File: config.mk
export PLATFORM = sky130hd
export DESIGN_NAME = tmesi_line_ctrl
export DESIGN_NICKNAME = d
export VERILOG_FILES = /design/src/rtl/tmesi_pkg.sv /design/src/rtl/tmesi_snoop.sv /design/src/rtl/tmesi_local.sv /design/src/rtl/tmesi_fill.sv /design/src/rtl/tmesi_line_ctrl.sv
export SDC_FILE = /design/constraint.sdc
export NUM_CORES = 1
export LEC_CHECK = 0
export ABC_CLOCK_PERIOD_IN_PS = 3900
export BUFFER_PORTS_ARGS = -buffer_cell sky130_fd_sc_hd__buf_2
export CORE_UTILIZATION = 25
export CTS_BUF_LIST = sky130_fd_sc_hd__clkbuf_4 sky130_fd_sc_hd__clkbuf_8
export DETAILED_ROUTE_END_ITERATION = 10
export PLACE_DENSITY = 0.41
export SYNTH_ARGS = -nofsm -noshare
export SYNTH_HDL_FRONTEND = slang
export SYNTH_SLANG_ARGS = --single-unit
File: constraint.sdc
create_clock -name clk -period 3.9 [get_ports clk]
set_input_delay 0.39 -clock clk [delete_from_list [all_inputs] [get_ports clk]]
set_output_delay 0.39 -clock clk [all_outputs]
set_load 0.02 [all_outputs]
File: src/rtl/tmesi_pkg.sv
package tmesi_pkg;

    localparam int LSW = 3;

    typedef enum logic [1:0] {
        OP_LOAD   = 2'd0,
        OP_STORE  = 2'd1,
        OP_TLOAD  = 2'd2,
        OP_TSTORE = 2'd3
    } op_e;

    typedef enum logic [1:0] {
        CQ_GETS  = 2'd0,
        CQ_GETX  = 2'd1,
        CQ_TGETX = 2'd2,
        CQ_RSVD  = 2'd3
    } coh_e;

    typedef enum logic [1:0] {
        RS_NONE   = 2'd0,
        RS_SHARED = 2'd1,
        RS_THREAT = 2'd2,
        RS_INVACK = 2'd3
    } rsp_e;

    // {M,V,T}
    typedef enum logic [2:0] {
        LS_I   = 3'b000,
        LS_TI  = 3'b001,
        LS_S   = 3'b010,
        LS_M   = 3'b100,
        LS_TMI = 3'b101,
        LS_E   = 3'b110
    } lst_e;

    function automatic lst_e to_lst(logic [2:0] b);
        case (b)
            3'b001:  return LS_TI;
            3'b010:  return LS_S;
            3'b100:  return LS_M;
            3'b101:  return LS_TMI;
            3'b110:  return LS_E;
            default: return LS_I;
        endcase
    endfunction

endpackage

File: src/rtl/tmesi_snoop.sv
module tmesi_snoop
    import tmesi_pkg::*;
(
    input  logic [LSW-1:0] cur,
    input  logic [1:0]     kind,
    output logic [LSW-1:0] nxt,
    output logic [1:0]     rsp,
    output logic           flush
);
    lst_e s;
    logic is_gets;

    assign s       = to_lst(cur);
    assign is_gets = (coh_e'(kind) == CQ_GETS);

    always_comb begin
        nxt   = cur;
        rsp   = RS_NONE;
        flush = 1'b0;
        unique case (s)
            LS_M: begin
                flush = 1'b1;
                if (is_gets) begin
                    nxt = LS_S;
                    rsp = RS_SHARED;
                end else begin
                    nxt = LS_I;
                    rsp = RS_INVACK;
                end
            end
            LS_E, LS_S: begin
                if (is_gets) begin
                    nxt = LS_S;
                    rsp = RS_SHARED;
                end else begin
                    nxt = LS_I;
                    rsp = RS_INVACK;
                end
            end
            LS_TMI: begin
                nxt = LS_TMI;
                rsp = RS_THREAT;
            end
            LS_TI: begin
                nxt = LS_TI;
                rsp = is_gets ? RS_SHARED : RS_INVACK;
            end
            LS_I: begin
                nxt = LS_I;
                rsp = is_gets ? RS_NONE : RS_INVACK;
            end
            default: begin
                nxt = LS_I;
                rsp = RS_NONE;
            end
        endcase
    end
endmodule

File: src/rtl/tmesi_local.sv
module tmesi_local
    import tmesi_pkg::*;
(
    input  logic [LSW-1:0] cur,
    input  logic [1:0]     kind,
    output logic           miss,
    output logic [1:0]     miss_kind,
    output logic [LSW-1:0] nxt,
    output logic           wb
);
    lst_e s;
    op_e  k;

    assign s = to_lst(cur);
    assign k = op_e'(kind);

    always_comb begin
        miss      = 1'b0;
        miss_kind = CQ_GETS;
        nxt       = cur;
        wb        = 1'b0;
        unique case (k)
            OP_LOAD, OP_TLOAD: begin
                if (s == LS_I) begin
                    miss      = 1'b1;
                    miss_kind = CQ_GETS;
                end
            end
            OP_STORE: begin
                unique case (s)
                    LS_M, LS_TMI: nxt = cur;
                    LS_E:         nxt = LS_M;
                    default: begin
                        miss      = 1'b1;
                        miss_kind = CQ_GETX;
                    end
                endcase
            end
            OP_TSTORE: begin
                unique case (s)
                    LS_TMI: nxt = cur;
                    LS_M: begin
                        nxt = LS_TMI;
                        wb  = 1'b1;
                    end
                    default: begin
                        miss      = 1'b1;
                        miss_kind = CQ_TGETX;
                    end
                endcase
            end
            default: nxt = cur;
        endcase
    end
endmodule

File: src/rtl/tmesi_fill.sv
module tmesi_fill
    import tmesi_pkg::*;
(
    input  logic [1:0]     pend_op,
    input  logic           threat,
    input  logic           shared,
    output logic [LSW-1:0] nxt
);
    always_comb begin
        unique case (op_e'(pend_op))
            OP_STORE:  nxt = LS_M;
            OP_TSTORE: nxt = LS_TMI;
            OP_TLOAD: begin
                if (threat)      nxt = LS_TI;
                else if (shared) nxt = LS_S;
                else             nxt = LS_E;
            end
            default: begin
                if (threat)      nxt = LS_I;
                else if (shared) nxt = LS_S;
                else             nxt = LS_E;
            end
        endcase
    end
endmodule

File: src/rtl/tmesi_line_ctrl.sv
module tmesi_line_ctrl
    import tmesi_pkg::*;
#(
    parameter int NLINES = 8,
    localparam int IDXW  = (NLINES > 1) ? $clog2(NLINES) : 1
) (
    input  logic                  clk,
    input  logic                  rst_n,
    input  logic                  op_valid,
    input  logic [1:0]            op_kind,
    input  logic [IDXW-1:0]       op_line,
    output logic                  op_ready,
    input  logic                  fill_valid,
    input  logic                  fill_threat,
    input  logic                  fill_shared,
    input  logic                  rq_valid,
    input  logic [1:0]            rq_kind,
    input  logic [IDXW-1:0]       rq_line,
    input  logic                  commit,
    input  logic                  abort,
    output logic                  req_valid,
    output logic [1:0]            req_kind,
    output logic [IDXW-1:0]       req_line,
    output logic                  wb_valid,
    output logic [IDXW-1:0]       wb_line,
    output logic                  rsp_valid,
    output logic [1:0]            rsp_kind,
    output logic                  rsp_flush,
    output logic [IDXW-1:0]       rsp_line,
    output logic [LSW*NLINES-1:0] line_state
);
    typedef enum logic {CTL_IDLE, CTL_WAIT} ctl_e;

    ctl_e ctl_q, ctl_d;

    logic [LSW-1:0]  line_cur [NLINES];
    logic [IDXW-1:0] pend_line;
    logic [1:0]      pend_op;

    logic            accept;
    logic            fill_fire;
    logic            loc_miss, loc_wb;
    logic [1:0]      loc_kind;
    logic [LSW-1:0]  loc_next;
    logic [LSW-1:0]  sn_next;
    logic [1:0]      sn_rsp;
    logic            sn_flush;
    logic [LSW-1:0]  fl_next;

    assign op_ready  = (ctl_q == CTL_IDLE) && !commit && !abort &&
                       !(rq_valid && (rq_line == op_line));
    assign accept    = op_valid && op_ready;
    assign fill_fire = fill_valid && (ctl_q == CTL_WAIT);

    tmesi_local u_local (
        .cur       (line_cur[op_line]),
        .kind      (op_kind),
        .miss      (loc_miss),
        .miss_kind (loc_kind),
        .nxt       (loc_next),
        .wb        (loc_wb)
    );

    tmesi_snoop u_snoop (
        .cur   (line_cur[rq_line]),
        .kind  (rq_kind),
        .nxt   (sn_next),
        .rsp   (sn_rsp),
        .flush (sn_flush)
    );

    tmesi_fill u_fill (
        .pend_op (pend_op),
        .threat  (fill_threat),
        .shared  (fill_shared),
        .nxt     (fl_next)
    );

    // controller state register
    always_ff @(posedge clk) begin
        if (!rst_n) ctl_q <= CTL_IDLE;
        else        ctl_q <= ctl_d;
    end

    always_comb begin
        ctl_d = ctl_q;
        unique case (ctl_q)
            CTL_IDLE: if (accept && loc_miss) ctl_d = CTL_WAIT;
            CTL_WAIT: if (fill_valid)         ctl_d = CTL_IDLE;
            default:                          ctl_d = CTL_IDLE;
        endcase
    end

    always_ff @(posedge clk) begin
        if (!rst_n) begin
            pend_line <= '0;
            pend_op   <= OP_LOAD;
        end else if (accept && loc_miss) begin
            pend_line <= op_line;
            pend_op   <= op_kind;
        end
    end

    // per-line state array
    for (genvar g = 0; g < NLINES; g++) begin : g_line
        logic [LSW-1:0] st_q, st_d;
        logic           hit_rq, hit_op, hit_fill;

        assign hit_rq   = rq_valid  && (rq_line   == IDXW'(g));
        assign hit_op   = accept    && !loc_miss && (op_line == IDXW'(g));
        assign hit_fill = fill_fire && (pend_line == IDXW'(g));

        always_comb begin
            st_d = st_q;
            if (hit_rq)   st_d = sn_next;
            if (hit_op)   st_d = loc_next;
            if (hit_fill) st_d = fl_next;
            if (abort) begin
                if (st_d[0]) st_d[2] = 1'b0;
                st_d[0] = 1'b0;
            end else if (commit) begin
                st_d[0] = 1'b0;
            end
        end

        always_ff @(posedge clk) begin
            if (!rst_n) st_q <= LS_I;
            else        st_q <= st_d;
        end

        assign line_cur[g]              = st_q;
        assign line_state[g*LSW +: LSW] = st_q;
    end

    // registered outputs
    always_ff @(posedge clk) begin
        if (!rst_n) begin
            req_valid <= 1'b0;
            req_kind  <= CQ_GETS;
            req_line  <= '0;
            wb_valid  <= 1'b0;
            wb_line   <= '0;
            rsp_valid <= 1'b0;
            rsp_kind  <= RS_NONE;
            rsp_flush <= 1'b0;
            rsp_line  <= '0;
        end else begin
            req_valid <= accept && loc_miss;
            req_kind  <= loc_kind;
            req_line  <= op_line;
            wb_valid  <= accept && loc_wb;
            wb_line   <= op_line;
            rsp_valid <= rq_valid;
            rsp_kind  <= sn_rsp;
            rsp_flush <= rq_valid && sn_flush;
            rsp_line  <= rq_line;
        end
    end
endmodule

==> flow_metrics.py <==
metrics = {
    "yosys": {
        "synth_top_area_cell": "dfxtp_1",
        "synth_top_family_by_area": "multiplexers",
        "synthSimpleGateAreaFrac": 0.215,
        "synth_compound_area_frac": 0.169,
        "avgSynthCellArea_um2": 8.89,
        "synth_cell_types": 58,
        "synth-adder-area-share": 0.0363,
        "synth-edff-count": 0,
        "yosysWarnings": 0,
        "synthMuxAreaShare": 0.228,
        "synth-xor-area-share": 0.00847,
        "ys_ff_latch": 44,
        "yosysSeqAreaShare": 0.284,
        "synth_top_area_share": 0.284,
        "syn-cell-area_um2": 3100,
        "synth.area.top_cells": "dfxtp_1, mux2i_1, mux2_2",
        "syn_nets": 377,
        "synth_flop_cell": "dfxtp_1",
        "async_flop_share": 0,
        "synthCells": 349,
    },
    "cts": {
        "numCtsBuffers": 5,
        "tritoncts_num_sinks": 44,
        "postCtsSetupRepairBufs": 0,
        "cts_root_buf": "clkbuf_8",
        "cts_tree": "done",
        "hold_buffers": 0,
        "postCtsResizedCells": 0,
        "clk_pin_slew_ns": 0.09,
        "cts.path.max_buffers": 2,
        "htreeDepth": 2,
        "worstSkewPairLatency_ns": 0.31,
    },
    "die": {
        "die_w_um": 113,
        "placementRows": 40,
        "core_um2": 12100,
        "pin_count": 61,
        "die_y_um": 113,
        "dieArea_um2": 12900,
        "start_util": 0.257,
    },
    "grt": {
        "grt_first_pass_wirelength_um": 16500,
        "grt_antenna_before_repair": 0,
        "grt_max_degree": 28,
        "overflow": 0,
        "gr-usage-all-layers": 0.172,
        "grt_pass1_vias": 2865,
    },
    "sta": {
        "fin_worst_skew_ns": 0.0126,
        "slew_headroom": 0.545,
        "setup_viol": 0,
        "rsz0062_at_grt": "false",
        "period_minus_slack_ns": 3.52,
        "fin_hold_ws_ns": 0.317,
        "fin_setup_tns_ns": 0,
        "timing.final.crit_share": 0.902,
        "worst_slew_pin_slew_ns": 0.681,
        "fmax_mhz": 284,
        "slew_violations": 0,
        "hold_viol_final": 0,
    },
    "outcome": {
        "outcome": "completed",
    },
    "final_layout": {
        "layout_commonest_cell": "buf_2",
        "area_growth_pct": 18.0,
        "fin_area_um2": 3660,
        "multiInputGateArea_um2": 2040,
        "drive_gt1_frac": 0.274,
        "seq_area_um2": 881,
        "final_cell_mix": "buf_2, dfxtp_1, mux2i_1",
        "fin_nets": 436,
        "fin_cells": 577,
        "diodes": 0,
        "filler_cell_count": 1310,
    },
    "route": {
        "first_pass_iters": 5,
        "drtIter0Drc": 262,
        "top_layer_used": "met4",
        "wl_per_cell_um": 18.7,
        "routed_via_density": 5.08,
        "wl_met2_um": 5030,
        "ant_nets": 0,
        "drt_wl_total_um": 10800,
        "route.met3.wl_um": 596,
        "met1_length_um": 4880,
        "post-route-drc-count": 0,
        "vias": 2934,
    },
    "place": {
        "dp.cells": 569,
        "dpl_cell_area_um2": 3550,
        "dp_hpwl_um": 8600,
        "gp_congestion": 0.907,
        "io_buffers": 60,
    },
    "critical_path": {
        "cp.arrival_ns": 3.73,
        "rr_worst_depth": 11,
        "critical_path_class": "reg -> reg",
        "crit_fanout": 9,
        "required_ns": 4.11,
        "crit_path_end_kind": "flip-flop",
        "cp-start-kind": "flip-flop",
    },
    "flow_run": {
        "maxCapViolations": 0,
    },
    "min_path": {
        "hold_class": "in -> reg",
        "whs_path_depth": 2,
    },
    "power": {
        "power_density_nw_per_um2": 278,
        "p_leak_nw": 1.61,
        "irDropWorstVdd_v": 0.000106,
    },
}
[where the power goes]
part,internal (W),switching [W]
logic,0.0000660,0.000114
registers,0.000460,0.00000736
clock network,0.000198,0.000174
[cell type report]
type | count | area share
clock buffer | 6 | 0.0209
clock inverter | 2 | 0.00957
inverter | 10 | 0.0106
multi-input combinational | 276 | 0.556
sequential | 44 | 0.241
tap | 168 | 0.0574
timing repair buffer | 71 | 0.105
[worst paths after layout]
path,startpoint,slack [ns],end
max,g_line[3].st_q[0],0.38,g_line[1].st_q[2]
min,op_kind[1],0.32,req_kind[0]
max reg2reg,g_line[3].st_q[0],0.38,g_line[1].st_q[2]
min reg2reg,pend_line[1],0.53,pend_line[1]
[flip-flops by register name, summed over array words and instances (netlist names)]
signal and flops:
g_line.st_q 24, pend_line 3, rsp_line 3, wb_line 3, pend_op 2, req_kind 2, rsp_kind 2, ctl_q 1
req_valid 1, rsp_flush 1, rsp_valid 1, wb_valid 1
[worst max-delay path, cell delays in order, from the launching register on]
cell and delay (ns):
dfxtp_1 0.45, mux2i_1 0.12, a22o_1 0.29, or3_1 0.41, ha_1 0.35, nand2b_1 0.10, or3b_2 0.50, and3_1 0.31
o2111ai_1 0.21, mux2i_1 0.34, a21oi_1 0.15, o22a_1 0.20
[metal layers]
metal	global-route usage	up-vias
met5	0	-
met4	0.0667	0
met3	0.0255	17
met2	0.284	111
met1	0.225	1406
li1	-	1400
[cell usage after synthesis, types with 7 or more instances]
cell type	instances
mux2i_1	37
a21oi_1	17
mux4_2	7
ha_1	9
and2_1	13
o22ai_1	9
mux2_2	16
nand3_1	11
dfxtp_1	44
o21ai_0	9
buf_4	7
inv_1	8
nor2b_1	12
nor2_1	31
a31oi_1	7
nand2_1	32
nor3_1	9
[logic make-up after synthesis]
group	after synthesis
simple gates	130
compound gates	74
mux	60
flops	44
buf+inv	29
fa+ha+maj	9
xor+xnor	3
[metrics by stage]
stage / utilization / power [W] / worst slack (ns)
finish: 0.303 / 0.00102 / 0.381
global route: 0.303 / 0.00107 / 0.236
CTS: 0.303 / 0.00103 / 0.455
detailed placement: 0.294 / 0.000657 / 0.159
global placement: 0.294 / 0.000658 / 0.206
floorplan: - / 0.000603 / 0.509
No activity file was read; power rests on OpenSTA's default activity.
